File: src/rtl/alu8_pkg.sv
package alu8_pkg;

   parameter int unsigned ALU_W = 8;
   parameter int unsigned NIB_W = ALU_W / 2;
   parameter int unsigned OP_W  = 5;

   typedef enum logic [OP_W-1:0] {
      OP_ADD  = 5'd0,
      OP_ADDC = 5'd1,
      OP_SUBB = 5'd2,
      OP_INC  = 5'd3,
      OP_DEC  = 5'd4,
      OP_AND  = 5'd5,
      OP_OR   = 5'd6,
      OP_XOR  = 5'd7,
      OP_CLR  = 5'd8,
      OP_CPL  = 5'd9,
      OP_RL   = 5'd10,
      OP_RR   = 5'd11,
      OP_RLC  = 5'd12,
      OP_RRC  = 5'd13,
      OP_SWAP = 5'd14,
      OP_DA   = 5'd15,
      OP_MUL  = 5'd16,
      OP_DIV  = 5'd17,
      OP_CLRC = 5'd18,
      OP_SETC = 5'd19,
      OP_CPLC = 5'd20
   } alu_op_e;

   typedef struct packed {
      logic [ALU_W-1:0] lo;
      logic [ALU_W-1:0] hi;
      logic             cy;
      logic             ac;
      logic             ov;
   } alu_res_t;

endpackage

File: src/rtl/alu8_arith.sv
module alu8_arith
   import alu8_pkg::*;
(
   input  logic [OP_W-1:0]  op,
   input  logic [ALU_W-1:0] a,
   input  logic [ALU_W-1:0] b,
   input  logic             cy,
   input  logic             ac,
   input  logic             ov,
   output alu_res_t         res
);
   localparam int unsigned W  = ALU_W;
   localparam int unsigned NB = NIB_W;

   logic [W:0]    cin_w;
   logic [NB:0]   cin_n;
   logic [W-1:0]  cin_7;
   logic [W:0]    full_s, full_d;
   logic [NB:0]   nib_s, nib_d;
   logic [W-1:0]  low7_s, low7_d;
   logic          use_c;

   // decimal adjust chain
   logic          adj_lo, adj_hi, c_mid;
   logic [W:0]    da_t1, da_t2;

   always_comb begin
      use_c  = (op == OP_ADDC) || (op == OP_SUBB) ? cy : 1'b0;
      cin_w  = {{W{1'b0}}, use_c};
      cin_n  = {{NB{1'b0}}, use_c};
      cin_7  = {{(W-1){1'b0}}, use_c};

      full_s = {1'b0, a} + {1'b0, b} + cin_w;
      nib_s  = {1'b0, a[NB-1:0]} + {1'b0, b[NB-1:0]} + cin_n;
      low7_s = {1'b0, a[W-2:0]} + {1'b0, b[W-2:0]} + cin_7;

      full_d = {1'b0, a} - {1'b0, b} - cin_w;
      nib_d  = {1'b0, a[NB-1:0]} - {1'b0, b[NB-1:0]} - cin_n;
      low7_d = {1'b0, a[W-2:0]} - {1'b0, b[W-2:0]} - cin_7;

      adj_lo = (a[NB-1:0] > 4'd9) || ac;
      da_t1  = {1'b0, a} + (adj_lo ? 9'h006 : 9'h000);
      c_mid  = cy | da_t1[W];
      adj_hi = (da_t1[W-1:NB] > 4'd9) || c_mid;
      da_t2  = {1'b0, da_t1[W-1:0]} + (adj_hi ? 9'h060 : 9'h000);

      res.lo = a;
      res.hi = '0;
      res.cy = cy;
      res.ac = ac;
      res.ov = ov;

      case (op)
         OP_ADD, OP_ADDC: begin
            res.lo = full_s[W-1:0];
            res.cy = full_s[W];
            res.ac = nib_s[NB];
            res.ov = low7_s[W-1] ^ full_s[W];
         end
         OP_SUBB: begin
            res.lo = full_d[W-1:0];
            res.cy = full_d[W];
            res.ac = nib_d[NB];
            res.ov = low7_d[W-1] ^ full_d[W];
         end
         OP_INC: res.lo = a + {{(W-1){1'b0}}, 1'b1};
         OP_DEC: res.lo = a - {{(W-1){1'b0}}, 1'b1};
         OP_DA: begin
            res.lo = da_t2[W-1:0];
            res.cy = c_mid | da_t2[W];
         end
         default: ;
      endcase
   end

endmodule

File: src/rtl/alu8_logic.sv
module alu8_logic
   import alu8_pkg::*;
(
   input  logic [OP_W-1:0]  op,
   input  logic [ALU_W-1:0] a,
   input  logic [ALU_W-1:0] b,
   input  logic             cy,
   input  logic             ac,
   input  logic             ov,
   output alu_res_t         res
);
   localparam int unsigned W  = ALU_W;
   localparam int unsigned NB = NIB_W;

   always_comb begin
      res.lo = a;
      res.hi = '0;
      res.cy = cy;
      res.ac = ac;
      res.ov = ov;
      case (op)
         OP_AND:  res.lo = a & b;
         OP_OR:   res.lo = a | b;
         OP_XOR:  res.lo = a ^ b;
         OP_CLR:  res.lo = '0;
         OP_CPL:  res.lo = ~a;
         OP_RL:   res.lo = {a[W-2:0], a[W-1]};
         OP_RR:   res.lo = {a[0], a[W-1:1]};
         OP_RLC: begin
            res.lo = {a[W-2:0], cy};
            res.cy = a[W-1];
         end
         OP_RRC: begin
            res.lo = {cy, a[W-1:1]};
            res.cy = a[0];
         end
         OP_SWAP: res.lo = {a[NB-1:0], a[W-1:NB]};
         OP_CLRC: res.cy = 1'b0;
         OP_SETC: res.cy = 1'b1;
         OP_CPLC: res.cy = ~cy;
         default: ;
      endcase
   end

endmodule

File: src/rtl/alu8_muldiv.sv
module alu8_muldiv
   import alu8_pkg::*;
#(
   parameter bit MUL_OPERATOR = 1'b1,
   parameter bit DIV_OPERATOR = 1'b0
) (
   input  logic [ALU_W-1:0] a,
   input  logic [ALU_W-1:0] b,
   input  logic             is_div,
   output logic [ALU_W-1:0] lo,
   output logic [ALU_W-1:0] hi,
   output logic             ov
);
   localparam int unsigned W  = ALU_W;
   localparam int unsigned PW = 2 * W;

   logic [PW-1:0] prod;
   logic [W-1:0]  quo, rem;

   generate
      if (MUL_OPERATOR) begin : g_mul_op
         assign prod = {{W{1'b0}}, a} * {{W{1'b0}}, b};
      end else begin : g_mul_shift
         logic [PW-1:0] part [0:W];
         assign part[0] = '0;
         for (genvar gi = 0; gi < W; gi++) begin : g_row
            assign part[gi+1] = part[gi] +
               (b[gi] ? ({{W{1'b0}}, a} << gi) : {PW{1'b0}});
         end
         assign prod = part[W];
      end

      if (DIV_OPERATOR) begin : g_div_op
         assign quo = (b == '0) ? {W{1'b1}} : a / b;
         assign rem = (b == '0) ? a : a % b;
      end else begin : g_div_restore
         logic [W:0] rchain [0:W];
         assign rchain[0] = '0;
         for (genvar gi = 0; gi < W; gi++) begin : g_step
            logic [W:0] shifted;
            assign shifted        = {rchain[gi][W-1:0], a[W-1-gi]};
            assign quo[W-1-gi]    = (shifted >= {1'b0, b});
            assign rchain[gi+1]   = quo[W-1-gi] ? (shifted - {1'b0, b}) : shifted;
         end
         assign rem = rchain[W][W-1:0];
      end
   endgenerate

   always_comb begin
      if (is_div) begin
         lo = quo;
         hi = rem;
         ov = (b == '0);
      end else begin
         lo = prod[W-1:0];
         hi = prod[PW-1:W];
         ov = |prod[PW-1:W];
      end
   end

endmodule

File: src/rtl/alu8_psw.sv
module alu8_psw
   import alu8_pkg::*;
#(
   parameter int unsigned DATA_W       = 8,
   parameter bit          MUL_OPERATOR = 1'b1,
   parameter bit          DIV_OPERATOR = 1'b0
) (
   input  logic              clk,
   input  logic              rst_n,
   input  logic              in_valid,
   input  logic [4:0]        op_sel,
   input  logic [DATA_W-1:0] acc_in,
   input  logic [DATA_W-1:0] opnd_in,
   input  logic [DATA_W-1:0] b_in,
   input  logic              cy_in,
   input  logic              ac_in,
   input  logic              ov_in,
   output logic              out_valid,
   output logic [DATA_W-1:0] res_a,
   output logic [DATA_W-1:0] res_b,
   output logic              cy_out,
   output logic              ac_out,
   output logic              ov_out,
   output logic              par_out
);
   generate
      if (DATA_W != ALU_W) begin : g_bad_width
         $error("alu8_psw: DATA_W must equal the package data width");
      end
      if (OP_W != 5) begin : g_bad_op
         $error("alu8_psw: operation code width must be 5");
      end
   endgenerate

   alu_res_t          arith_r, logic_r, nxt;
   logic [ALU_W-1:0]  md_lo, md_hi;
   logic              md_ov;
   logic              par_nxt;

   alu8_arith u_arith (
      .op (op_sel), .a (acc_in), .b (opnd_in),
      .cy (cy_in), .ac (ac_in), .ov (ov_in), .res (arith_r)
   );

   alu8_logic u_logic (
      .op (op_sel), .a (acc_in), .b (opnd_in),
      .cy (cy_in), .ac (ac_in), .ov (ov_in), .res (logic_r)
   );

   alu8_muldiv #(
      .MUL_OPERATOR (MUL_OPERATOR),
      .DIV_OPERATOR (DIV_OPERATOR)
   ) u_muldiv (
      .a (acc_in), .b (b_in), .is_div (op_sel == OP_DIV),
      .lo (md_lo), .hi (md_hi), .ov (md_ov)
   );

   always_comb begin
      nxt.lo = acc_in;
      nxt.hi = b_in;
      nxt.cy = cy_in;
      nxt.ac = ac_in;
      nxt.ov = ov_in;
      case (op_sel)
         OP_ADD, OP_ADDC, OP_SUBB, OP_INC, OP_DEC, OP_DA: begin
            nxt    = arith_r;
            nxt.hi = b_in;
         end
         OP_AND, OP_OR, OP_XOR, OP_CLR, OP_CPL, OP_RL, OP_RR,
         OP_RLC, OP_RRC, OP_SWAP, OP_CLRC, OP_SETC, OP_CPLC: begin
            nxt    = logic_r;
            nxt.hi = b_in;
         end
         OP_MUL, OP_DIV: begin
            nxt.lo = md_lo;
            nxt.hi = md_hi;
            nxt.cy = 1'b0;
            nxt.ov = md_ov;
         end
         default: ;
      endcase
   end

   // parity as an explicit XOR chain over the result byte
   logic [ALU_W:0] pchain;
   assign pchain[0] = 1'b0;
   generate
      for (genvar gi = 0; gi < ALU_W; gi++) begin : g_par
         assign pchain[gi+1] = pchain[gi] ^ nxt.lo[gi];
      end
   endgenerate
   assign par_nxt = pchain[ALU_W];

   always_ff @(posedge clk or negedge rst_n) begin
      if (!rst_n) begin
         out_valid <= 1'b0;
         res_a     <= '0;
         res_b     <= '0;
         cy_out    <= 1'b0;
         ac_out    <= 1'b0;
         ov_out    <= 1'b0;
         par_out   <= 1'b0;
      end else begin
         out_valid <= in_valid;
         if (in_valid) begin
            res_a   <= nxt.lo;
            res_b   <= nxt.hi;
            cy_out  <= nxt.cy;
            ac_out  <= nxt.ac;
            ov_out  <= nxt.ov;
            par_out <= par_nxt;
         end
      end
   end

endmodule

File: config.mk
export PLATFORM = sky130hd
export DESIGN_NAME = alu8_psw
export DESIGN_NICKNAME = d
export VERILOG_FILES = /design/src/rtl/alu8_pkg.sv /design/src/rtl/alu8_arith.sv /design/src/rtl/alu8_logic.sv /design/src/rtl/alu8_muldiv.sv /design/src/rtl/alu8_psw.sv
export SDC_FILE = /design/constraint.sdc
export NUM_CORES = 1
export LEC_CHECK = 0
export BUFFER_PORTS_ARGS = -buffer_cell sky130_fd_sc_hd__buf_2
export CAP_MARGIN = 30
export CORE_ASPECT_RATIO = 2
export CORE_UTILIZATION = 56
export CTS_CLUSTER_SIZE = 24
export DETAILED_ROUTE_END_ITERATION = 8
export GPL_TIMING_DRIVEN = 0
export PLACE_DENSITY = 0.85
export REMOVE_ABC_BUFFERS = 1
export SYNTH_ARGS = -nofsm -noshare
export SYNTH_HDL_FRONTEND = slang
export SYNTH_SLANG_ARGS = --single-unit
File: constraint.sdc
create_clock -name clk -period 1.21 [get_ports clk]
set_clock_uncertainty 0.1 [all_clocks]
set_input_delay 0.242 -clock clk [delete_from_list [all_inputs] [get_ports clk]]
set_output_delay 0.242 -clock clk [all_outputs]
set_load 0.1 [all_outputs]
==> summary.md, run 1 <==
| Metric | Value |
|---|---|
| IO buf count | `55` |
| Gr usage total | `64.3%` |
| Ports | `56` |
| Netlist Area Pre-Place | `0.00905 mm²` |
| Post-Syn Instances | `1152` |
| Initial Util | `57.4%` |
| Yosys synthesis warning count | `0` |
| Dpl hpwl | `23.6 mm` |
| Last stage | `5_1_grt` |
| Sequential fraction of the synthesis area | `5.81%` |
| CTS Buf Count | `3` |
| Die width | `91.9 µm` |
| Status | `stopped before the end` |
| Error msg | `[ERROR GRT-0232] Routing congestion too high. Check the congestion heatmap in the GUI.` |
| Dpl cell area | `0.00942 mm²` |
| Overflow after GRT | `31` |
| Largest net degree at the start of global routing | `37` |
| CTS max path bufs | `2` |
| Num Clock Sinks | `21` |
| Place WS | `-18.32 ns` |
| #FFs+latches synth | `21` |
| FFs w/ async S/R, synth | `100%` |
| Post-synth cell types | `94` |
| Top_reg_cell synth | `dfrtp_1` |
| RePlAce Congestion | `1.03` |
| H-tree levels | `1` |
| Clk root buf | `clkbuf_16` |
| Post-synth EDFFs | `0` |
| Syn avg cell area | `7.86 µm²` |
| Die Y | `182 µm` |
| Cell Rows | `65` |
-- per-stage QoR --
stage                     hold WS, ns  util [%]  instances
after floorplan                -0.154         -       1109
after global placement          0.112      59.5       1365
after detailed placement        0.114      59.7       1369
after CTS                       0.252      79.1       1560
-- kinds of logic after synthesis --
family / Yosys count / synth area share (%)
buffers and inverters: 166 / 7.19
AO/OA/AOI/OAI: 325 / 25.2
flip-flops: 21 / 5.81
adder cells (fa/ha/maj): 192 / 30.7
AND/OR/NAND/NOR: 326 / 17.9
multiplexers: 49 / 5.92
XOR/XNOR: 73 / 7.37
-- cell usage after synthesis (4+ instances only) --
cell       instances  area [µm²]
dfrtp_1           21         526
a22oi_1           14         105
a21oi_2            4        35.0
a221oi_1           4        35.0
inv_1            118         443
o21ai_0           72         360
nand2b_1          10        62.6
clkinv_1           5        18.8
o31a_1             5        43.8
fa_1              50        1000
nor2_1           102         383
a21boi_0           6        45.0
nor4_1             6        37.5
xor2_1            18         158
o221ai_1           4        35.0
and3_1             6        37.5
or3_1              9        56.3
a211oi_1          11        82.6
or2_2              5        31.3
o22ai_1            9        56.3
a31oi_1           13        81.3
a31o_2             5        43.8
nand2_1           91         342
nand4_1           13        81.3
buf_2              4        20.0
nor3_1            21         105
o211ai_1           6        45.0
a21o_1            15         113
xnor2_1           53         464
a2111oi_0          5        43.8
mux2_2            21         236
o21a_1            17         128
mux2i_1           22         220
and2_1             6        37.5
clkbuf_1          32         120
a21oi_1           70         350
ha_1             142        1780
nand3_1           13        65.1
o21bai_1          10        75.1
nor2b_1           20         125
o22a_1             6        52.6
-- what timing repair did --
item | 4_1_cts
hold buffers | 1
hold endpoints to repair | 21
resized for setup | 343
pin swaps | 123
gates cloned | 2
buffers inserted | 188
endpoints found under the setup margin | 41
-- layer usage --
layer / GRT overflow / GRT usage [%]
met3: 0 / 34.2
met1: 2 / 62.4
met2: 21 / 89.4
met5: 0 / 0
met4: 8 / 74.5
==> inputs of run 2 (changes only) <==
--- a/config.mk
+++ b/config.mk
@@ -7,12 +7,10 @@
 export LEC_CHECK = 0
 export BUFFER_PORTS_ARGS = -buffer_cell sky130_fd_sc_hd__buf_2
 export CAP_MARGIN = 30
-export CORE_ASPECT_RATIO = 2
-export CORE_UTILIZATION = 56
-export CTS_CLUSTER_SIZE = 24
+export CORE_UTILIZATION = 40
 export DETAILED_ROUTE_END_ITERATION = 8
 export GPL_TIMING_DRIVEN = 0
-export PLACE_DENSITY = 0.85
+export PLACE_DENSITY_LB_ADDON = 0.15
 export REMOVE_ABC_BUFFERS = 1
 export SYNTH_ARGS = -nofsm -noshare
 export SYNTH_HDL_FRONTEND = slang
==> run 2 against run 1 <==
Net effect:
- the flow now finishes, with violations (negative setup slack)
- synthesized area did not move
- synthesized cell count is the same
==> summary.md, run 2 <==
| Metric | Value |
|---|---|
| Status | `finished with violations` |
| Failing checks | `negative setup slack` |
| Leakage power | `5.67 nW` |
| Sequential fraction of the synthesis area | `5.81% (unchanged)` |
| #FFs+latches synth | `21 (unchanged)` |
| First-pass GRT wire length | `51.8 mm` |
| Post-layout net count | `1547` |
| DR WL/cell | `21.1 µm` |
| CTS clk-pin slew, worst paths | `0.06 ns` |
| Synth-to-Final Area Change | `39.9%` |
| Die width | `152 µm (+66%)` |
| WP data arrival | `14.59 ns` |
| Skew-Pair Late Insertion Delay | `0.26 ns` |
| Dpl hpwl | `22.2 mm (-5.8%)` |
| Top_reg_cell synth | `dfrtp_1` |
| Largest net degree at the start of global routing | `37` |
| Crit-path max cell delay | `0.52 ns` |
| DR DRC count | `0` |
| Final setup margin | `-13.33 ns` |
| Slew Limit Headroom | `39.9%` |
| Post-route ant nets | `0` |
| Most frequent cell after synthesis | `ha_1` |
| Cell Rows | `54 (-17%)` |
| Gr usage total | `28.1%` |
| Critical path type | `in2reg` |
| Final Hold Fails | `0` |
| Crit Path Max Fanout | `5` |
| Vias per cell | `5.98` |
| Die Y | `152 µm (-16%)` |
| Vias | `9562` |
| Netlist Area Pre-Place | `0.00905 mm² (unchanged)` |
| Maxcap violations | `0` |
| First-pass DRT Iterations | `6` |
| Critical Path Start Type | `input port` |
| Clk root buf | `clkbuf_16` |
| H-tree levels | `1 (unchanged)` |
| Share of cells above drive strength 1 | `34.1%` |
| CTS max path bufs | `2 (unchanged)` |
| Crit path time final | `14.54 ns` |
| Biggest area consumer among synthesized cells | `ha_1` |
| Place WS | `-17.81 ns (+0.506 ns)` |
| RePlAce Congestion | `0.929 (-9.9%)` |
| Top cell type's share of synthesized area | `19.6% (unchanged)` |
| FFs w/ async S/R, synth | `100% (unchanged)` |
| Most common cell after layout, fill and taps aside | `buf_4` |
| Crit path top cell by count | `ha_4` |
| Placed cell count | `1449 (+5.8%)` |
| Final setup viols | `23` |
| Syn avg cell area | `7.86 µm² (unchanged)` |
| Post-Syn Instances | `1152 (unchanged)` |
| Required time worst endpoint | `1.26 ns` |
| IO buf count | `55 (unchanged)` |
| Ports | `56 (unchanged)` |
| Core area | `0.0220 mm²` |
| Initial antenna violation count | `0` |
| Yosys synthesis warning count | `0 (unchanged)` |
| Num Clock Sinks | `21 (unchanged)` |
| Worst setup EP type | `flip-flop` |
| Maximum VDD drop | `1.78 mV` |
| CTS Buf Count | `3 (unchanged)` |
| HP Class | `in2reg` |
| Total power | `0.0211 W` |
| RSZ-0062 raised after global routing | `true` |
| Post-route insts no fill | `1599` |
| Top achievable clock speed | `0.0688 GHz` |
| Overflow after GRT | `0` |
| Vias in the first global route | `9549` |
| Overall routed net length | `33.8 mm` |
| Post-synth EDFFs | `0 (unchanged)` |
| Power per Cell Area | `1670 mW/mm²` |
| Worst Tran Pin Value | `0.893 ns` |
| TritonCTS clock tree | `done` |
| Commonest cells after routing, fill and taps aside | `buf_4, ha_1, inv_1` |
| Initial Util | `41.1% (-16 points)` |
| Top post-synthesis cells by area | `ha_1, fa_1, dfrtp_1` |
| DIE AREA | `0.0232 mm²` |
| Largest regs | `res_a: 8 flops, res_b: 8 flops` |
| Post-synth cell types | `94 (unchanged)` |
| Top post-synthesis cells by count | `ha_1, inv_1, nor2_1, nand2_1, o21ai_0` |
| Tcrit/Tclk final | `1200%` |
| Final max-slew violation count | `0` |
| Initial drt markers | `742` |
| ANT cells | `0` |
| Max stage delay cell, worst path | `a2111o_2` |
## run 2: cell counts after synthesis
No cell type changed its count.
## run 2: where the power goes
group | internal, W | switching [W] | leakage (nW)
combinational | 0.00964 | 0.00974 | 5.39
clock | 0.000449 | 0.000288 | 0.0371
sequential | 0.000834 | 0.000147 | 0.242
## run 2: logic make-up (layout without fill, tap and decap cells)
family	count (synthesis)	in the layout	share of synthesized area [%]
mux	49	49	5.92
compound gates	325	325	25.2
simple gates	326	326	17.9
xor+xnor	73	73	7.37
buf+inv	166	333	7.19
fa+ha+maj	192	192	30.7
flops	21	21	5.81
## run 2: area by class of cell
class,count,area [µm²]
Fill cell,1909,9370
Multi-Input combinational cell,965,9100
Timing Repair Buffer,206,2070
Sequential cell,21,526
Inverter,123,524
Tap cell,280,350
Clock buffer,3,75.1
Clock inverter,1,7.51
## run 2: metrics by stage
step                      TNS (ns)  utilization [%]  area [µm²]  hold WS [ns]
after floorplan            -198.72                -        8860        -0.154
after global placement     -254.89             43.1        9490         0.142
after detailed placement   -248.27             43.3        9530         0.145
after CTS                  -182.61             53.4       11800         0.217
after global routing       -193.04             57.5       12700         0.233
final                      -184.86             57.5       12700         0.218
## run 2: worst paths after layout
| check | slack, ns | endpoint | from | depth (start not counted) |
|---|---|---|---|---|
| worst max-delay path | -13.33 | res_a[0] | acc_in[7] | 76 |
| worst min-delay path | 0.22 | res_b[1] | b_in[1] | 3 |
| worst max register to register | 0.26 | res_b[1] | res_b[1] | 3 |
| worst min register to register | 0.46 | res_b[7] | res_b[7] | 1 |
| max in group asynchronous | 0.28 | res_a[6] | rst_n | 2 |
| min in group asynchronous | 0.38 | res_b[4] | rst_n | 2 |
## run 2: repair_timing
item,4_1_cts,5_1_grt
hold endpoints to repair,21,0
hold buffers,1,0
pin swaps,100,83
gates resized for setup,298,139
setup endpoints to repair,41,39
cloned,1,2
setup buffers,109,36
## run 2: critical path, delay by kind of cell
| family | cells | cell delay (ns) |
|---|---|---|
| AO/OA/AOI/OAI | 33 | 6.17 |
| AND/OR/NAND/NOR | 18 | 3.16 |
| multiplexers | 7 | 2.25 |
| adder cells (fa/ha/maj) | 9 | 1.87 |
| buffers and inverters | 9 | 0.87 |
## run 2: per-layer routing
metal  track usage [%]  up-vias  wire length (µm)
li1                  -     4457                 -
met1              38.1     4643             15000
met2              45.8      396             15500
met3              4.41       66              2330
met4              8.56        0               986
met5                 0        -                 0
No activity file was read; power rests on OpenSTA's default activity.
